<file path="config.mk">
export PLATFORM = sky130hd
export DESIGN_NAME = banked_irq_ctrl
export DESIGN_NICKNAME = d
export VERILOG_FILES = /design/src/rtl/irq_ctrl_pkg.sv /design/src/rtl/irq_sync.sv /design/src/rtl/irq_bank.sv /design/src/rtl/irq_bus_decode.sv /design/src/rtl/banked_irq_ctrl.sv
export SDC_FILE = /design/constraint.sdc
export NUM_CORES = 1
export LEC_CHECK = 0
export BUFFER_PORTS_ARGS = -buffer_cell sky130_fd_sc_hd__buf_2
export CORE_MARGIN = 2
export CORE_UTILIZATION = 34
export CTS_CLUSTER_SIZE = 28
export DETAILED_ROUTE_END_ITERATION = 16
export PLACE_DENSITY_LB_ADDON = 0.05
export SLEW_MARGIN = 20
export SYNTH_ARGS = -nofsm -noshare
export SYNTH_HDL_FRONTEND = slang
export SYNTH_SLANG_ARGS = --single-unit
</file>
<file path="constraint.sdc">
create_clock -name clk -period 4.1 [get_ports clk]
set_clock_uncertainty 0.1 [all_clocks]
set_input_delay 0.82 -clock clk [delete_from_list [all_inputs] [get_ports clk]]
set_output_delay 0.82 -clock clk [all_outputs]
set_load 0.03 [all_outputs]
</file>
<file path="src/rtl/irq_ctrl_pkg.sv">
package irq_ctrl_pkg;

  localparam int BANK_W      = 32;
  localparam int OFFS_BITS   = 5;   // 0x20 stride per bank

  localparam logic [4:0] OFFS_LEVEL = 5'h00;
  localparam logic [4:0] OFFS_MASK  = 5'h04;
  localparam logic [4:0] OFFS_SET   = 5'h08;
  localparam logic [4:0] OFFS_CLR   = 5'h0C;
  localparam logic [4:0] OFFS_PEND  = 5'h10;

  typedef enum logic [2:0] {
    SEL_LEVEL,
    SEL_MASK,
    SEL_SET,
    SEL_CLR,
    SEL_PEND,
    SEL_NONE
  } reg_sel_e;

  // Map the in-bank byte offset to a register selector.
  function automatic reg_sel_e decode_offset(input logic [4:0] offs);
    case (offs)
      OFFS_LEVEL: return SEL_LEVEL;
      OFFS_MASK:  return SEL_MASK;
      OFFS_SET:   return SEL_SET;
      OFFS_CLR:   return SEL_CLR;
      OFFS_PEND:  return SEL_PEND;
      default:    return SEL_NONE;
    endcase
  endfunction

  // Next mask value from the set and clear strobe bits.
  function automatic logic [BANK_W-1:0] mask_next(
    input logic [BANK_W-1:0] cur,
    input logic [BANK_W-1:0] set_bits,
    input logic [BANK_W-1:0] clr_bits
  );
    return (cur | set_bits) & ~clr_bits;
  endfunction

  // Pending view: active and not masked.
  function automatic logic [BANK_W-1:0] pend_calc(
    input logic [BANK_W-1:0] level,
    input logic [BANK_W-1:0] mask
  );
    return level & ~mask;
  endfunction

endpackage

</file>
<file path="src/rtl/irq_sync.sv">
module irq_sync #(
  parameter int W      = 32,
  parameter int STAGES = 2
) (
  input  logic         clk,
  input  logic         rst_n,
  input  logic [W-1:0] d_in,
  output logic [W-1:0] d_out
);

  logic [W-1:0] chain [STAGES];

  generate
    for (genvar s = 0; s < STAGES; s++) begin : g_stage
      if (s == 0) begin : g_first
        always_ff @(posedge clk or negedge rst_n) begin
          if (!rst_n) chain[0] <= '0;
          else        chain[0] <= d_in;
        end
      end else begin : g_next
        always_ff @(posedge clk or negedge rst_n) begin
          if (!rst_n) chain[s] <= '0;
          else        chain[s] <= chain[s-1];
        end
      end
    end
  endgenerate

  assign d_out = chain[STAGES-1];

endmodule

</file>
<file path="src/rtl/irq_bank.sv">
module irq_bank
  import irq_ctrl_pkg::*;
(
  input  logic              clk,
  input  logic              rst_n,
  input  logic [BANK_W-1:0] level,
  input  logic [BANK_W-1:0] set_bits,
  input  logic [BANK_W-1:0] clr_bits,
  output logic [BANK_W-1:0] mask,
  output logic [BANK_W-1:0] pend
);

  always_ff @(posedge clk or negedge rst_n) begin
    if (!rst_n) mask <= '1;
    else        mask <= mask_next(mask, set_bits, clr_bits);
  end

  assign pend = pend_calc(level, mask);

endmodule

</file>
<file path="src/rtl/irq_bus_decode.sv">
module irq_bus_decode
  import irq_ctrl_pkg::*;
#(
  parameter int NUM_BANKS = 2,
  parameter int ADDR_W    = 8
) (
  input  logic [ADDR_W-1:0]           addr,
  input  logic                        we,
  input  logic [BANK_W-1:0]           wdata,
  input  logic [NUM_BANKS*BANK_W-1:0] level_all,
  input  logic [NUM_BANKS*BANK_W-1:0] mask_all,
  input  logic [NUM_BANKS*BANK_W-1:0] pend_all,
  output logic [NUM_BANKS*BANK_W-1:0] set_bits_all,
  output logic [NUM_BANKS*BANK_W-1:0] clr_bits_all,
  output logic [BANK_W-1:0]           rdata,
  output logic                        rd_hit
);

  localparam int BIDX_W = ADDR_W - OFFS_BITS;

  logic [BIDX_W-1:0] bidx;
  reg_sel_e          sel;
  logic              bank_ok;

  assign bidx    = addr[ADDR_W-1:OFFS_BITS];
  assign sel     = decode_offset(addr[OFFS_BITS-1:0]);
  assign bank_ok = (32'(bidx) < NUM_BANKS);

  generate
    for (genvar b = 0; b < NUM_BANKS; b++) begin : g_wr
      logic hit_b;
      assign hit_b = we && bank_ok && (bidx == BIDX_W'(b));
      assign set_bits_all[b*BANK_W +: BANK_W] = (hit_b && sel == SEL_SET) ? wdata : '0;
      assign clr_bits_all[b*BANK_W +: BANK_W] = (hit_b && sel == SEL_CLR) ? wdata : '0;
    end
  endgenerate

  assign rd_hit = bank_ok && (sel == SEL_LEVEL || sel == SEL_MASK || sel == SEL_PEND);

  always_comb begin
    rdata = '0;
    for (int b = 0; b < NUM_BANKS; b++) begin
      if (bank_ok && bidx == BIDX_W'(b)) begin
        case (sel)
          SEL_LEVEL: rdata = level_all[b*BANK_W +: BANK_W];
          SEL_MASK:  rdata = mask_all[b*BANK_W +: BANK_W];
          SEL_PEND:  rdata = pend_all[b*BANK_W +: BANK_W];
          default:   rdata = '0;
        endcase
      end
    end
  end

endmodule

</file>
<file path="src/rtl/banked_irq_ctrl.sv">
module banked_irq_ctrl
  import irq_ctrl_pkg::*;
#(
  parameter int NUM_BANKS   = 2,
  parameter int ADDR_W      = 8,
  parameter int SYNC_STAGES = 2
) (
  input  logic                        clk,
  input  logic                        rst_n,
  input  logic [NUM_BANKS*BANK_W-1:0] irq_src,
  input  logic [ADDR_W-1:0]           bus_addr,
  input  logic                        bus_we,
  input  logic [BANK_W-1:0]           bus_wdata,
  output logic [BANK_W-1:0]           bus_rdata,
  output logic                        irq_out
);

  localparam int SRC_W = NUM_BANKS * BANK_W;

  // Named internal events, observed by the bound checker.
  logic [SRC_W-1:0] level_all;
  logic [SRC_W-1:0] mask_all;
  logic [SRC_W-1:0] pend_all;
  logic [SRC_W-1:0] set_bits_all;
  logic [SRC_W-1:0] clr_bits_all;
  logic             pend_any;
  logic             rd_hit;

  irq_sync #(.W(SRC_W), .STAGES(SYNC_STAGES)) sync_i (
    .clk   (clk),
    .rst_n (rst_n),
    .d_in  (irq_src),
    .d_out (level_all)
  );

  generate
    for (genvar b = 0; b < NUM_BANKS; b++) begin : g_bank
      irq_bank bank_i (
        .clk      (clk),
        .rst_n    (rst_n),
        .level    (level_all[b*BANK_W +: BANK_W]),
        .set_bits (set_bits_all[b*BANK_W +: BANK_W]),
        .clr_bits (clr_bits_all[b*BANK_W +: BANK_W]),
        .mask     (mask_all[b*BANK_W +: BANK_W]),
        .pend     (pend_all[b*BANK_W +: BANK_W])
      );
    end
  endgenerate

  irq_bus_decode #(.NUM_BANKS(NUM_BANKS), .ADDR_W(ADDR_W)) dec_i (
    .addr         (bus_addr),
    .we           (bus_we),
    .wdata        (bus_wdata),
    .level_all    (level_all),
    .mask_all     (mask_all),
    .pend_all     (pend_all),
    .set_bits_all (set_bits_all),
    .clr_bits_all (clr_bits_all),
    .rdata        (bus_rdata),
    .rd_hit       (rd_hit)
  );

  assign pend_any = |pend_all;

  always_ff @(posedge clk or negedge rst_n) begin
    if (!rst_n) irq_out <= 1'b0;
    else        irq_out <= pend_any;
  end

endmodule

</file>
==> metrics.txt, run 1 <==
max_cap viols=0; Setup TNS Final=0 ps; # clock sinks=193; drt total wl=21800 um; I/O Buffers=139; share of cells above drive strength 1=31.2%; unrepaired setup endpoints after global routing=no; Buf+Inv Stages, Crit Path=3; vias per cell=5.03; Hold Buf Count CTS=0; synthesized cell area=7860 um^2; Critical Path End=bus_rdata[31]; hpwl dp=13700 um; status=finished clean; Area Growth Syn to Fin=19.6%; Static Leak=0.00498 uW; Final Max Slew Viols=0; crit start category=input port; number of gates resized after cts=0; post-route ant nets=0; CP max FO=64; Placer Congestion=0.774; clock latency on the worst-skew pair=440 ps; Synth cell types=22; Yosys reg bits=193; Hold Path Class=register to register; Gate Count Post-Synth=663; WP data required=3180 ps; worst r2r src=g_bank[1].bank_i.mask[0]$_DFF_PN1_; Synthesis Warnings=0; routed via count=5481; CTS root buf=clkbuf_16; antenna violations before repair=0; global router's overall resource usage=18.6%; Most Frequent Cell on Critical Path=buf_2; worst-margin pin slew=781 ps; Die Y=156 um; Setup Crit Path Kind=input port to output pin; first-pass GRT wire length=33800 um; worst IR drop on VDD=258 uV; CTS tree=yes; Starting Density=34.7%; cts bufs inserted=17; Slew Limit Headroom=47.9%; Reg clk slew, reported paths=80 ps; P per Cell Area=426 nW/um^2; Seq/Total Area, Yosys=62.4%; setup bufs post-CTS=0; Synth Area per Inst=11.9 um^2; fmax=285 MHz; Nets=898; Final Cycle Share=85.7%; crit path cell chain=buf_2 > or3_4 > nor3b_4 > buf_12 > a32oi_1 > o22ai_1 > buf_2; FF-to-FF setup slack=2120 ps; grt ovf=0; crit path launch=bus_addr[4]; Critical Path AT=2590 ps; crit path time final=3510 ps; Chip Width=156 um; final instance area=9400 um^2; setup violators final=0; placed cell areas=8830 um^2; commonest non-fill, non-tap cell in the layout=buf_2; family with the most delay on the worst path=simple AND/OR/NAND/NOR gates; number of cell rows=55; CP max stage cell=or3_4; area of the multi-input gates=2500 um^2; R2R cell count=4; drt wl/cell=20.0 um; H-Tree Depth=4; Fin. Hold Viols=0; Die Footprint=24400 um^2; largest net degree at the start of global routing=80; DRC=0; # fillers=2135; Syn Nets=770; clock buffer depth=2; 1st-pass router iterations=4; # IOs=140; vias in the first global route=5693; n_diodes=0; detailed router's first-iteration violation count=341; Register Area=4910 um^2; Core ar.=22600 um^2; Crit. End Element=output pin; post-layout util=41.5%; most frequent cells in the layout=buf_2 (138), nand2_1 (129), dfrtp_1 (129); R2R Path End=irq_out$_DFF_PN0_; max incr delay on CP=430 ps; Levels on crit path=7
==> flip-flops by register name, indices dropped and copies added (netlist names) <==
name                flops
sync_i.chain           64
irq_out                 1
g_bank.bank_i.mask     64
sync_i.d_out           64
==> worst min-delay path by stage <==
stage | from | to | cells past startpoint
after global placement | sync_i.chain[124]$_DFF_PN0_ | sync_i.d_out[60]$_DFF_PN0_ | 0
after global routing | sync_i.chain[109]$_DFF_PN0_ | sync_i.d_out[45]$_DFF_PN0_ | 0
final | sync_i.chain[74]$_DFF_PN0_ | sync_i.d_out[10]$_DFF_PN0_ | 0
after detailed placement | sync_i.chain[74]$_DFF_PN0_ | sync_i.d_out[10]$_DFF_PN0_ | 0
after floorplan | sync_i.chain[64]$_DFF_PN0_ | sync_i.d_out[0]$_DFF_PN0_ | 0
after CTS | sync_i.chain[74]$_DFF_PN0_ | sync_i.d_out[10]$_DFF_PN0_ | 0
==> Yosys cell counts <==
| master | number | share of area, % |
|---|---|---|
| dfrtp_1 | 129 | 41 |
| nand2_1 | 129 | 6.2 |
| a32oi_1 | 64 | 7.1 |
| dfstp_2 | 64 | 21 |
| inv_1 | 64 | 3.1 |
| mux2i_1 | 64 | 8.1 |
| nor2b_1 | 48 | 3.8 |
| o22ai_1 | 32 | 2.5 |
| clkbuf_1 | 24 | 1.1 |
| a2111o_1 | 16 | 2.3 |
| buf_6 | 6 | 0.86 |
| buf_4 | 5 | 0.48 |
| buf_2 | 4 | 0.25 |
| nor4_1 | 4 | 0.32 |
| buf_1 | 2 | 0.096 |
| nor3_4 | 2 | 0.41 |
| nand4_1 | 1 | 0.080 |
| nor3b_2 | 1 | 0.16 |
| nor4_4 | 1 | 0.27 |
| or3_1 | 1 | 0.080 |
| or3_4 | 1 | 0.14 |
| or3b_1 | 1 | 0.11 |
==> worst reg2reg max path: cells and delay by family, from the launching register on <==
family / cells / cell delay (ps)
AOI/OAI and AO/OA: 1 / 460
DFF: 1 / 560
and+or+nand+nor: 3 / 720
==> power by group <==
group	internal, uW	leakage (uW)	switching (uW)
Combinational	112	0.00252	185
Clock	810	0.000280	810
Sequential	2030	0.00218	60.7
==> per-stage QoR <==
stage | setup WS [ps] | cells | hold slack, ps | power (uW)
global route | 532 | 1089 | 256 | 4190
floorplan | 849 | 663 | 231 | 2240
global placement | 614 | 1057 | 232 | 2420
CTS | 584 | 1089 | 246 | 4070
detailed placement | 585 | 1057 | 235 | 2430
finish | 586 | 1089 | 250 | 4000
==> per-layer routing <==
| layer | global-route usage (%) | share of wire [%] | up-vias |
|---|---|---|---|
| met5 | 0 | 0 | - |
| met4 | 5.37 | 1.4 | 0 |
| met3 | 3.75 | 4.5 | 23 |
| met2 | 30.4 | 48 | 168 |
| met1 | 25.2 | 46 | 2732 |
| li1 | - | - | 2558 |
==> layout make-up <==
cell class | count | share of cell area [%]
flip-flops and latches | 193 | 52.2
well taps | 285 | 3.79
clock buffers | 17 | 4.52
inverters | 64 | 2.56
multi-input cells | 365 | 26.6
clock inverters | 15 | 1.58
repair buffers | 150 | 8.77
==> logic make-up (layout without fill, tap and decap cells) <==
family	Yosys count	after routing	share of synthesized area (%)
compound gates	112	112	12.0
buf+inv	105	246	5.89
flops	193	193	62.4
mux	64	64	8.15
simple gates	189	189	11.6
(Power assumes the default switching activity.)
==> run 2: changes to the inputs <==
- CORE_MARGIN: 2 -> 5
- clock period: 4.1 -> 3 ns (I/O delays scaled with it)
==> metrics.txt, run 2 (same netlist as run 1, synthesis figures left out) <==
status=finished clean; first-pass GRT wire length=34400 um; Fin. Hold Viols=0; clock latency on the worst-skew pair=430 ps; Nets=907; Hold Path Class=input port to asynchronous set/reset pin; vias in the first global route=5909; clock buffer depth=2; Slew Limit Headroom=49.0%; post-route ant nets=0; H-Tree Depth=4; worst r2r src=g_bank[0].bank_i.mask[30]$_DFF_PN1_; cts bufs inserted=17; Setup Crit Path Kind=input port to output pin; met1 usage=23.2%; P per Cell Area=585 nW/um^2; # fillers=2172; vias per cell=5.00; antenna violations before repair=1; n_diodes=0; Final Max Slew Viols=0; global router's overall resource usage=17.2%; Hold Buf Count CTS=0; I/O Buffers=139; met2 GRT Util=27.4%; Die Y=162 um; GRT busiest layer=met2; routed via count=5495; worst slack at placement=-12.1 ps; number of cell rows=55; max_cap viols=0; crit path time final=2920 ps; most frequent cells in the layout=buf_2 (137), nand2_1 (129), dfrtp_1 (129); share of cells above drive strength 1=32.0%; worst-margin pin slew=764 ps; final hold slack=81.8 ps; detailed router's first-iteration violation count=283; worst IR drop on VDD=357 uV; # clock sinks=193; grt ovf=0; fmax=343 MHz; Area Growth Syn to Fin=22.1%; Die Footprint=26300 um^2; largest net degree at the start of global routing=73; # IOs=140; Starting Density=34.6%; Chip Width=162 um; hpwl dp=14700 um; CP max FO=24; setup violators final=0; drt total wl=22200 um; Crit. End Element=output pin; Critical Path AT=2220 ps; WP data required=2300 ps; 1st-pass router iterations=4; unrepaired setup endpoints after global routing=yes; crit start category=input port; commonest non-fill, non-tap cell in the layout=buf_2; Final Power=5610 uW; Reg clk slew, reported paths=80 ps; met3 Use GR=4.36%; Static Leak=0.00508 uW; Core ar.=22700 um^2; CTS root buf=clkbuf_16; drt wl/cell=20.2 um; Final Cycle Share=97.3%; CTS tree=yes; Placer Congestion=0.796; DRC=0; final worst slack=81.9 ps; crit path launch=bus_addr[1]
## run 2: cell types whose count changed in the layout (fill, tap and decap cells not counted), moves of 2 or more
cell      before  now
inv_8          3    8
buf_12         3    9
clkinv_4       4    2
inv_6          4    1
buf_4          8   11
## run 2: critical path: stages
cell and delay, ps:
buf_2 120, or3_4 380, nor3b_4 230, buf_12 190
buf_16 170, a32oi_1 70, o22ai_1 230, buf_4 200
## run 2: stage by stage
step / area [um^2] / cells / TNS (ps) / utilization [%]
5_1_grt: 9600 / 1098 / -11.5 / 42.3
2_1_floorplan: 7860 / 663 / 0 / -
3_3_place_gp: 8960 / 1063 / -6.78 / 39.5
4_1_cts: 9570 / 1095 / 0 / 42.1
3_5_place_dp: 8960 / 1063 / -12.1 / 39.5
6_report: 9600 / 1098 / 0 / 42.3
## run 2: report_power, final
| group | switching (uW) | internal [uW] | total (uW) |
|---|---|---|---|
| sequential | 85.1 | 2770 | 2850 |
| combinational | 251 | 163 | 414 |
| clock | 1140 | 1210 | 2340 |
## run 2: what timing repair did
| action | CTS | global route |
|---|---|---|
| setup endpoints to repair | 1 | 11 |
| gates resized for setup | 1 | 1 |
| setup buffers | 0 | 3 |
| pin swaps | 0 | 2 |
## run 2: path summary, 6_finish.rpt
| path | to | slack [ps] | depth (start not counted) |
|---|---|---|---|
| max | bus_rdata[31] | 80 | 8 |
| min | sync_i.d_out[6]$_DFF_PN0_ | 80 | 1 |
| min in group clk | sync_i.chain[105]$_DFF_PN0_ | 160 | 1 |
| max reg2reg | irq_out$_DFF_PN0_ | 1000 | 4 |
| max in group asynchronous | g_bank[1].bank_i.mask[28]$_DFF_PN1_ | 1800 | 2 |
| min reg2reg | sync_i.d_out[51]$_DFF_PN0_ | 250 | 0 |
## run 2: area by class of cell
cell class	instances	area [um^2]	share of cell area [%]
clock buffers	17	425	4.43
clock inverters	15	184	1.92
inverters	64	240	2.50
multi-input cells	365	2500	26.0
flip-flops and latches	193	4910	51.1
well taps	285	357	3.71
repair buffers	159	990	10.3
## run 2: routing by layer
layer	part of all wire, %	vias up
li1	-	2574
met4	1.9	2
met5	0.059	-
met1	45	2732
met2	48	158
met3	4.6	29
==> run 3: changes to the inputs <==
- CORE_ASPECT_RATIO: unset -> 0.75
==> metrics.txt, run 3 (same netlist as run 1, synthesis figures left out) <==
post-route ant nets=0; Static Leak=0.00501 uW; fmax=341 MHz; routed via count=5451; Die Y=142 um; Nets=903; Final Max Slew Viols=0; Setup TNS Final=0 ps; final std cells w/o fill=1109; share of cells above drive strength 1=31.4%; clock latency on the worst-skew pair=430 ps; vias in the first global route=5704; hpwl dp=14300 um; max_cap viols=0; I/O Buffers=139; number of cell rows=48; DRC=0; CTS tree=yes; grt ovf=0; Chip Width=186 um; detailed router's first-iteration violation count=290; crit start category=input port; Crit. End Element=output pin; Hold Path Class=input port to asynchronous set/reset pin; cts bufs inserted=17; H-Tree Depth=4; Fin. Hold Viols=0; n_diodes=0; CTS root buf=clkbuf_16; worst-margin pin slew=740 ps; Starting Density=34.4%; most frequent cells in the layout=buf_2 (135), nand2_1 (129), dfrtp_1 (129); clock buffer depth=2; CP max FO=19; placed cell areas=8930 um^2; Final Cycle Share=97.7%; largest net degree at the start of global routing=76; worst IR drop on VDD=408 uV; # clock sinks=193; first-pass GRT wire length=33600 um; drt total wl=21800 um; 1st-pass router iterations=7; crit path time final=2930 ps; # IOs=140; Area Growth Syn to Fin=21.3%; Die Footprint=26300 um^2; drt wl/cell=19.7 um; antenna violations before repair=0; global router's overall resource usage=16.9%; Core ar.=22900 um^2; Critical Path AT=2230 ps; commonest non-fill, non-tap cell in the layout=buf_2; P per Cell Area=571 nW/um^2; FF-to-FF setup slack=840 ps; final instance area=9530 um^2; Reg clk slew, reported paths=70 ps; Placer Congestion=0.780; unrepaired setup endpoints after global routing=no; Slew Limit Headroom=50.6%; setup violators final=0; WP data required=2300 ps; placed cell count=1075; final hold slack=39.8 ps; Setup Crit Path Kind=input port to output pin; Final Power=5440 uW; vias per cell=4.92; status=finished clean
run 3: cell count changes in the layout (fill, tap and decap cells not counted), sizes merged:
cell	delta
clkinv	-1
buf	-8
clkinvlp	+3
bufinv	-1
inv	-7
clkbuf	+10
run 3: per-stage QoR:
step / worst slack (ps) / util (%)
2_1_floorplan: 189 / -
6_report: 68.3 / 41.7
3_5_place_dp: 46.5 / 39.0
4_1_cts: 46.7 / 41.5
5_1_grt: 5.98 / 41.7
3_3_place_gp: 66.1 / 39.0
run 3: area by class of cell:
cell class                 instances  area, um^2
fill                            2166       13300
sequential                       193        4910
multi-input combinational        365        2500
timing repair buffer             155         950
clock buffer                      23         488
tap                              300         375
inverter                          64         240
clock inverter                     9        75.1
run 3: path summary, 6_finish.rpt:
kind / startpoint / end / cells after the start
max: bus_addr[4] / bus_rdata[8] / 8
min: rst_n / sync_i.chain[82]$_DFF_PN0_ / 1
max reg2reg: g_bank[1].bank_i.mask[0]$_DFF_PN1_ / irq_out$_DFF_PN0_ / 4
min reg2reg: sync_i.chain[79]$_DFF_PN0_ / sync_i.d_out[15]$_DFF_PN0_ / 0
max in group asynchronous: rst_n / g_bank[1].bank_i.mask[4]$_DFF_PN1_ / 2
min in group clk: irq_src[47] / sync_i.chain[111]$_DFF_PN0_ / 1
run 3: routing by layer:
| layer | up-vias | wire length [um] | track usage (%) |
|---|---|---|---|
| li1 | 2564 | - | - |
| met1 | 2728 | 10800 | 25.0 |
| met2 | 146 | 9760 | 25.5 |
| met3 | 13 | 1050 | 3.56 |
| met4 | 0 | 209 | 4.25 |
| met5 | - | 0 | 0 |
run 3: power breakdown:
part           total, uW  internal (uW)  switching (uW)
sequential          2850           2770            82.5
clock               2180           1160            1010
combinational        413            159             255
total               5440           4090            1350
run 3: what timing repair did:
| item | in CTS | in global routing |
|---|---|---|
| resized for setup | 0 | 3 |
| hold endpoints to repair | 0 | 0 |
| buffers inserted | 0 | 1 |
| endpoints found under the setup margin | 0 | 12 |
| hold buffers | 0 | 0 |
run 3: worst max-delay path: stages:
cell and delay, ps:
buf_2 110, or3_4 410, nor3b_4 240, buf_12 190, buf_12 160, a32oi_1 60, o22ai_1 220, clkbuf_4 240
